--- src/rtl/glue_pkg.sv ---
package glue_pkg;
  localparam int unsigned OFS_W = 12;

  localparam logic [OFS_W-1:0] OFS_CTRL    = 12'h000;
  localparam logic [OFS_W-1:0] OFS_INTX_ST = 12'h008;
  localparam logic [OFS_W-1:0] OFS_MSTAT   = 12'h010;
  localparam logic [OFS_W-1:0] OFS_IMASK   = 12'h01C;
  localparam logic [OFS_W-1:0] OFS_MMASK   = 12'h024;
  localparam logic [OFS_W-1:0] OFS_HOT     = 12'h180;
  localparam logic [OFS_W-1:0] OFS_LTSSM   = 12'h300;

  localparam int unsigned CTRL_EN_BIT  = 2;
  localparam int unsigned MODE_LSB     = 4;
  localparam int unsigned MODE_W       = 4;
  localparam int unsigned EV_LINK_BIT  = 1;
  localparam int unsigned EV_RST_BIT   = 2;
  localparam int unsigned HOT_DLY_BIT  = 1;
  localparam int unsigned HOT_DONE_BIT = 3;
  localparam int unsigned HOT_ENH_BIT  = 4;
  localparam int unsigned LNK_PHYS_BIT = 16;
  localparam int unsigned LNK_DL_BIT   = 17;

  localparam logic [15:0] CTRL_IMPL  = 16'h00F4;
  localparam logic [15:0] HOT_IMPL   = 16'h0012;
  localparam logic [15:0] MSTAT_IMPL = 16'h0006;
endpackage

--- src/rtl/glue_wmreg.sv ---
module glue_wmreg #(
  parameter int unsigned W    = 16,
  parameter logic [W-1:0] RST  = '0,
  parameter logic [W-1:0] IMPL = '1
) (
  input  logic         clk_i,
  input  logic         rst_ni,
  input  logic         we_i,
  input  logic [31:0]  wdata_i,
  output logic [W-1:0] q_o
);
  logic [W-1:0] en;
  logic [W-1:0] q_q;

  assign en = wdata_i[16 +: W] & IMPL;

  always_ff @(posedge clk_i or negedge rst_ni) begin
    if (!rst_ni)   q_q <= RST & IMPL;
    else if (we_i) q_q <= (q_q & ~en) | (wdata_i[W-1:0] & en);
  end

  assign q_o = q_q;

  // bits without their enable never move
  p_masked_keep_r1: assert property (@(posedge clk_i) disable iff (!rst_ni)
    (we_i && (wdata_i[16 +: W] == '0)) |=> $stable(q_o));
endmodule

--- src/rtl/glue_evt.sv ---
module glue_evt #(
  parameter int unsigned  W    = 16,
  parameter logic [W-1:0] IMPL = '1
) (
  input  logic         clk_i,
  input  logic         rst_ni,
  input  logic [W-1:0] set_i,
  input  logic         clr_we_i,
  input  logic [W-1:0] clr_i,
  input  logic [W-1:0] mask_i,
  output logic [W-1:0] st_o,
  output logic         irq_o
);
  logic [W-1:0] st_q;
  logic [W-1:0] st_d;

  for (genvar i = 0; i < W; i++) begin : g_bit
    if (IMPL[i]) begin : g_live
      assign st_d[i] = set_i[i] | (st_q[i] & ~(clr_we_i & clr_i[i]));
    end else begin : g_tied
      assign st_d[i] = 1'b0;
    end
  end

  always_ff @(posedge clk_i or negedge rst_ni) begin
    if (!rst_ni) st_q <= '0;
    else         st_q <= st_d;
  end

  assign st_o  = st_q;
  assign irq_o = |(st_q & ~mask_i);

  p_sticky_r4: assert property (@(posedge clk_i) disable iff (!rst_ni)
    !clr_we_i |=> ((st_q & $past(st_q)) == $past(st_q)));
  p_set_wins_r4: assert property (@(posedge clk_i) disable iff (!rst_ni)
    |(set_i & IMPL) |=> ((st_q & $past(set_i & IMPL)) == $past(set_i & IMPL)));
endmodule

--- src/rtl/glue_hold.sv ---
module glue_hold (
  input  logic clk_i,
  input  logic rst_ni,
  input  logic dly_en_i,
  input  logic req_i,
  input  logic rel_i,
  output logic hold_o
);
  logic hold_q;

  always_ff @(posedge clk_i or negedge rst_ni) begin
    if (!rst_ni)                hold_q <= 1'b0;
    else if (dly_en_i && req_i) hold_q <= 1'b1;
    else if (rel_i)             hold_q <= 1'b0;
  end

  assign hold_o = hold_q;

  p_hold_set_r7: assert property (@(posedge clk_i) disable iff (!rst_ni)
    (dly_en_i && req_i) |=> hold_o);
  p_hold_keep_r7: assert property (@(posedge clk_i) disable iff (!rst_ni)
    (hold_o && !rel_i) |=> hold_o);
  p_no_hold_r10: assert property (@(posedge clk_i) disable iff (!rst_ni)
    (!hold_o && !(dly_en_i && req_i)) |=> !hold_o);
endmodule

--- src/rtl/pcie_glue_regs.sv ---
module pcie_glue_regs
  import glue_pkg::*;
#(
  parameter int unsigned ADDR_W  = 12,
  parameter int unsigned LTSSM_W = 6,
  parameter int unsigned INTX_N  = 4,
  parameter int unsigned IMASK_W = 8
) (
  input  logic               clk_i,
  input  logic               rst_ni,
  input  logic               reg_we_i,
  input  logic [ADDR_W-1:0]  reg_addr_i,
  input  logic [31:0]        reg_wdata_i,
  output logic [31:0]        reg_rdata_o,
  input  logic [LTSSM_W-1:0] ltssm_state_i,
  input  logic               link_phys_i,
  input  logic               link_dl_i,
  input  logic [INTX_N-1:0]  intx_i,
  input  logic               rst_req_i,
  output logic [MODE_W-1:0]  mode_o,
  output logic               ltssm_en_o,
  output logic               train_hold_o,
  output logic               misc_irq_o,
  output logic               intx_irq_o
);
  localparam logic [IMASK_W-1:0] IMASK_RST = '1;
  localparam logic [15:0]        MMASK_RST = '1;

  logic [OFS_W-1:0] ofs;
  assign ofs = OFS_W'(reg_addr_i);

  logic we_ctrl, we_imask, we_mmask, we_hot, we_mstat;
  assign we_ctrl  = reg_we_i && (ofs == OFS_CTRL);
  assign we_imask = reg_we_i && (ofs == OFS_IMASK);
  assign we_mmask = reg_we_i && (ofs == OFS_MMASK);
  assign we_hot   = reg_we_i && (ofs == OFS_HOT);
  assign we_mstat = reg_we_i && (ofs == OFS_MSTAT);

  logic [15:0]        ctrl_q, hot_q, mmask_q, mstat_q;
  logic [IMASK_W-1:0] imask_q;

  glue_wmreg #(.W(16), .RST(16'h0000), .IMPL(CTRL_IMPL)) u_ctrl (
    .clk_i, .rst_ni, .we_i(we_ctrl), .wdata_i(reg_wdata_i), .q_o(ctrl_q));
  glue_wmreg #(.W(16), .RST(16'h0000), .IMPL(HOT_IMPL)) u_hot (
    .clk_i, .rst_ni, .we_i(we_hot), .wdata_i(reg_wdata_i), .q_o(hot_q));
  glue_wmreg #(.W(16), .RST(MMASK_RST), .IMPL(16'hFFFF)) u_mmask (
    .clk_i, .rst_ni, .we_i(we_mmask), .wdata_i(reg_wdata_i), .q_o(mmask_q));
  glue_wmreg #(.W(IMASK_W), .RST(IMASK_RST), .IMPL('1)) u_imask (
    .clk_i, .rst_ni, .we_i(we_imask), .wdata_i(reg_wdata_i), .q_o(imask_q));

  // link-up edge detect
  logic dl_prev_q;
  always_ff @(posedge clk_i or negedge rst_ni) begin
    if (!rst_ni) dl_prev_q <= 1'b0;
    else         dl_prev_q <= link_dl_i;
  end

  logic [15:0] ev_set;
  always_comb begin
    ev_set              = '0;
    ev_set[EV_LINK_BIT] = link_dl_i & ~dl_prev_q;
    ev_set[EV_RST_BIT]  = rst_req_i;
  end

  glue_evt #(.W(16), .IMPL(MSTAT_IMPL)) u_misc (
    .clk_i, .rst_ni, .set_i(ev_set), .clr_we_i(we_mstat),
    .clr_i(reg_wdata_i[15:0]), .mask_i(mmask_q), .st_o(mstat_q), .irq_o(misc_irq_o));

  // legacy lines: level, registered once
  logic [INTX_N-1:0] intx_q;
  always_ff @(posedge clk_i or negedge rst_ni) begin
    if (!rst_ni) intx_q <= '0;
    else         intx_q <= intx_i;
  end
  assign intx_irq_o = |(intx_q & ~imask_q[INTX_N-1:0]);

  logic hot_rel;
  assign hot_rel = we_hot && reg_wdata_i[16+HOT_DONE_BIT] && reg_wdata_i[HOT_DONE_BIT];

  glue_hold u_hold (
    .clk_i, .rst_ni, .dly_en_i(hot_q[HOT_DLY_BIT]), .req_i(rst_req_i),
    .rel_i(hot_rel), .hold_o(train_hold_o));

  assign mode_o     = ctrl_q[MODE_LSB +: MODE_W];
  assign ltssm_en_o = ctrl_q[CTRL_EN_BIT] & ~(train_hold_o & hot_q[HOT_ENH_BIT]);

  always_comb begin
    reg_rdata_o = '0;
    unique case (ofs)
      OFS_CTRL:    reg_rdata_o[15:0]          = ctrl_q;
      OFS_INTX_ST: reg_rdata_o[INTX_N-1:0]    = intx_q;
      OFS_MSTAT:   reg_rdata_o[15:0]          = mstat_q;
      OFS_IMASK:   reg_rdata_o[IMASK_W-1:0]   = imask_q;
      OFS_MMASK:   reg_rdata_o[15:0]          = mmask_q;
      OFS_HOT:     reg_rdata_o[15:0]          = hot_q;
      OFS_LTSSM: begin
        reg_rdata_o[LTSSM_W-1:0]  = ltssm_state_i;
        reg_rdata_o[LNK_PHYS_BIT] = link_phys_i;
        reg_rdata_o[LNK_DL_BIT]   = link_dl_i;
      end
      default:     reg_rdata_o = '0;
    endcase
  end

  p_gate_r8: assert property (@(posedge clk_i) disable iff (!rst_ni)
    (train_hold_o && hot_q[HOT_ENH_BIT]) |-> !ltssm_en_o);
endmodule

--- config.mk ---
export PLATFORM = sky130hd
export DESIGN_NAME = pcie_glue_regs
export DESIGN_NICKNAME = d
export VERILOG_FILES = /design/src/rtl/glue_pkg.sv /design/src/rtl/glue_wmreg.sv /design/src/rtl/glue_evt.sv /design/src/rtl/glue_hold.sv /design/src/rtl/pcie_glue_regs.sv
export SDC_FILE = /design/constraint.sdc
export NUM_CORES = 1
export LEC_CHECK = 0
export ABC_AREA = 1
export BUFFER_PORTS_ARGS = -buffer_cell sky130_fd_sc_hd__buf_4
export CAP_MARGIN = 15
export CORE_MARGIN = 2
export CORE_UTILIZATION = 44
export DETAILED_ROUTE_END_ITERATION = 8
export PLACE_DENSITY = 0.74
export SLEW_MARGIN = 5
export SYNTH_ARGS = -nofsm -noshare
export SYNTH_HDL_FRONTEND = slang
export SYNTH_SLANG_ARGS = --single-unit
--- constraint.sdc ---
create_clock -name clk_i -period 1.22 [get_ports clk_i]
set_clock_uncertainty 0.05 [all_clocks]
set_input_delay 0.244 -clock clk_i [delete_from_list [all_inputs] [get_ports clk_i]]
set_output_delay 0.244 -clock clk_i [all_outputs]
set_load 0.005 [all_outputs]
==> run_results.csv <==
group,metric,value,unit
logic_synthesis,ys_types,26,
pwr,power_density,662,nW/um^2
placement,dpl.hpwl,5510,um
setup_path,r2r_slack,270,ps
placement,dpl_cell_area,3440,um^2
sta,drv_slew,0,
cts,cts_sinks,39,
cts,clockRootBuffer,"clkbuf_8",
sta,timing.final.crit_share,137,%
sta,setup_viol,38,
global_routing,grt_max_degree,40,
cts,numCtsBuffers,5,
sta,finalHoldViolCount,0,
route,routedWlPerCell,15.5,um
logic_synthesis,syn_area,2560,um^2
pwr,power.switching,0.746,mW
die,initial_core_util,45.9,%
setup_path,path_max_fanout,2,
die,core_area,5570,um^2
route,ant_nets,0,
cts,cts_buffer_depth,2,
setup_path,worstSetupPathType,"flip-flop to output port",
run_status,violations,"setup timing",
setup_path,cp-end-kind,"output port",
finish,nets,535,
finish,drive_above_1_share,48.1,%
global_routing,overflow,0,
logic_synthesis,avgSynthCellArea,7.20,um^2
logic_synthesis,synthFlopType,"dfstp_2",
finish,area_growth,57.5,%
sta,rsz0062_at_grt,"yes",
logic_synthesis,synth-seq-cells,39,
finish,finish.instance_area,4030,um^2
setup_path,cp.arrival,1370,ps
global_routing,grt.total_usage,24.7,%
route,via_per_inst,5.37,
finish,num_antenna_cells,0,
die,die_x,80.2,um
finish,mostFrequentLayoutCells,"100 x buf_4, 78 x nand2_1, 44 x inv_1, 41 x nand4_1, 24 x dfstp_2",
die,die_h,80.2,um
sta,worst_pin_slew,508,ps
worst_hold_path,hold_path_class,"primary input to flip-flop",
pwr,internal-power,1.92,mW
route,drt_pass1_iterations,5,
global_routing,grt_pass1_wl,12400,um
sta,tns,-7830,ps
die,rows,27,
cts,cts_max_level,2,
die,die-area,6440,um^2
placement,gp_congestion,0.853,
die,pin_count,100,
route,drcViolationCount,0,
logic_synthesis,ys_warn_count,0,
worst_hold_path,min_to,"intx_q[0]$_DFF_PN0_",
run,maxCapViolations,0,
logic_synthesis,yosysSeqAreaShare,39.4,%
sta,min_period,1670,ps
setup_path,worstPathRequired,930,ps
sta,clock.fmax,0.600,GHz
logic_synthesis,synth-edff-count,0,
worst_hold_path,holdCritStartpoint,"intx_i[0]",
route,via_count,2942,
worst_hold_path,hold_depth,1,
route,drt_iter0_drc,249,
global_routing,antenna_found_initial,0,
sta,setup_ws,-446,ps
finish,fillers,431,
route,drt_wl_total,8500,um
setup_path,worstSetupStartpointType,"flip-flop",
pwr,comb_power_share,16.6,%
global_routing,grt_pass1_vias,2703,
setup_path,ff2ff_path_depth,4,
pwr,power.leakage,1.97,nW
pwr,power.share.sequential,49.5,%
pwr,total_power,2.66,mW
pwr,clock_power_share,33.9,%
sta,slew_headroom,66.1,%
finish,final_common_cell,"buf_4",
pwr,sw_frac_of_total,28.0,%
pwr,ir_drop,0.000493,V
run_status,status,"finished with violations",
placement,port_buffers,85,
cts,clk_pin_slew,90,ps
logic_synthesis,netlist_instances,355,
logic_synthesis,synth-async-reset-ratio,100,%
finish,final_util,72.2,%
cts,cts_tree,"yes",
cts,clkLatencyLatePin,300,ps
## cells in the mapped netlist (2+ instances only)
master	number	share of area, %
nand2_2	3	0.73
clkbuf_1	2	0.29
nor2_2	5	1.2
nand2_1	88	13
o21ai_0	8	1.6
o21ai_1	8	1.6
dfstp_2	24	25
buf_1	2	0.29
nand4_1	41	10
nor2_1	29	4.3
inv_1	48	7.0
nand3_1	45	8.8
nor2_4	3	1.3
nand2_4	2	0.88
buf_2	3	0.59
buf_4	20	5.9
dfrtp_1	15	15
## layout make-up
class                   count  area (um^2)  share of cell area (%)
multi-input cells         253         1550                    38.4
flip-flops and latches     39         1010                    25.0
well taps                  72         90.1                    2.24
clock inverters             2         13.8                   0.342
repair buffers            127         1100                    27.4
inverters                  49          191                    4.76
clock buffers               6         72.6                    1.80
## what timing repair did
action,in CTS,in global routing
endpoints found under the hold margin,15,2
setup endpoints to repair,23,45
pin swaps,16,31
hold buffers,1,2
gates cloned,1,3
gates resized for setup,47,53
setup buffers,3,2
## worst max-delay path, stage by stage (launching register included)
cell      delay (ps)
dfstp_2          550
inv_2             60
a221oi_2         220
o21ai_1          110
buf_4            140
## how the worst max path moves through the flow
stage / endpoint / slack (ps)
after floorplan: reg_rdata_o[2] / -70
after global placement: reg_rdata_o[5] / -440
after detailed placement: reg_rdata_o[2] / -450
after CTS: intx_irq_o / -440
after global routing: intx_irq_o / -490
final: intx_irq_o / -450
## metrics by stage
| stage | hold slack (ps) | std cells | worst slack [ps] |
|---|---|---|---|
| 4_1_cts | 2.16 | 543 | -440 |
| 2_1_floorplan | -102 | 368 | -74.5 |
| 3_5_place_dp | 196 | 530 | -450 |
| 3_3_place_gp | 197 | 530 | -440 |
| 6_report | 8.52 | 548 | -446 |
| 5_1_grt | 0.231 | 548 | -487 |
## per-layer routing
metal  share of wire, %  wire (um)  vias to the layer above  GRT usage, %
met4                1.4        123                        0          7.12
met2                 51       4320                      145          40.9
met5                  0          0                        -             0
met3                7.0        598                       15          6.07
li1                   -          -                     1376             -
met1                 41       3460                     1406          32.0
## power groups by stage
stage               Combinational (mW)  Clock [mW]  Sequential [mW]
floorplan                        0.138           0             1.34
finish                           0.442       0.903             1.32
global route                     0.478       0.961             1.32
CTS                              0.409       0.912             1.32
global placement                 0.376           0             1.34
detailed placement               0.383           0             1.34
## logic make-up after synthesis
| group | count (synthesis) | share of synthesized area [%] |
|---|---|---|
| buffers and inverters | 77 | 14.7 |
| flip-flops | 39 | 39.4 |
| AND/OR/NAND/NOR | 219 | 41.8 |
| AO/OA/AOI/OAI | 19 | 4.01 |
| other | 1 | 0.147 |
Note: power is estimated with default switching activity, not from simulation.
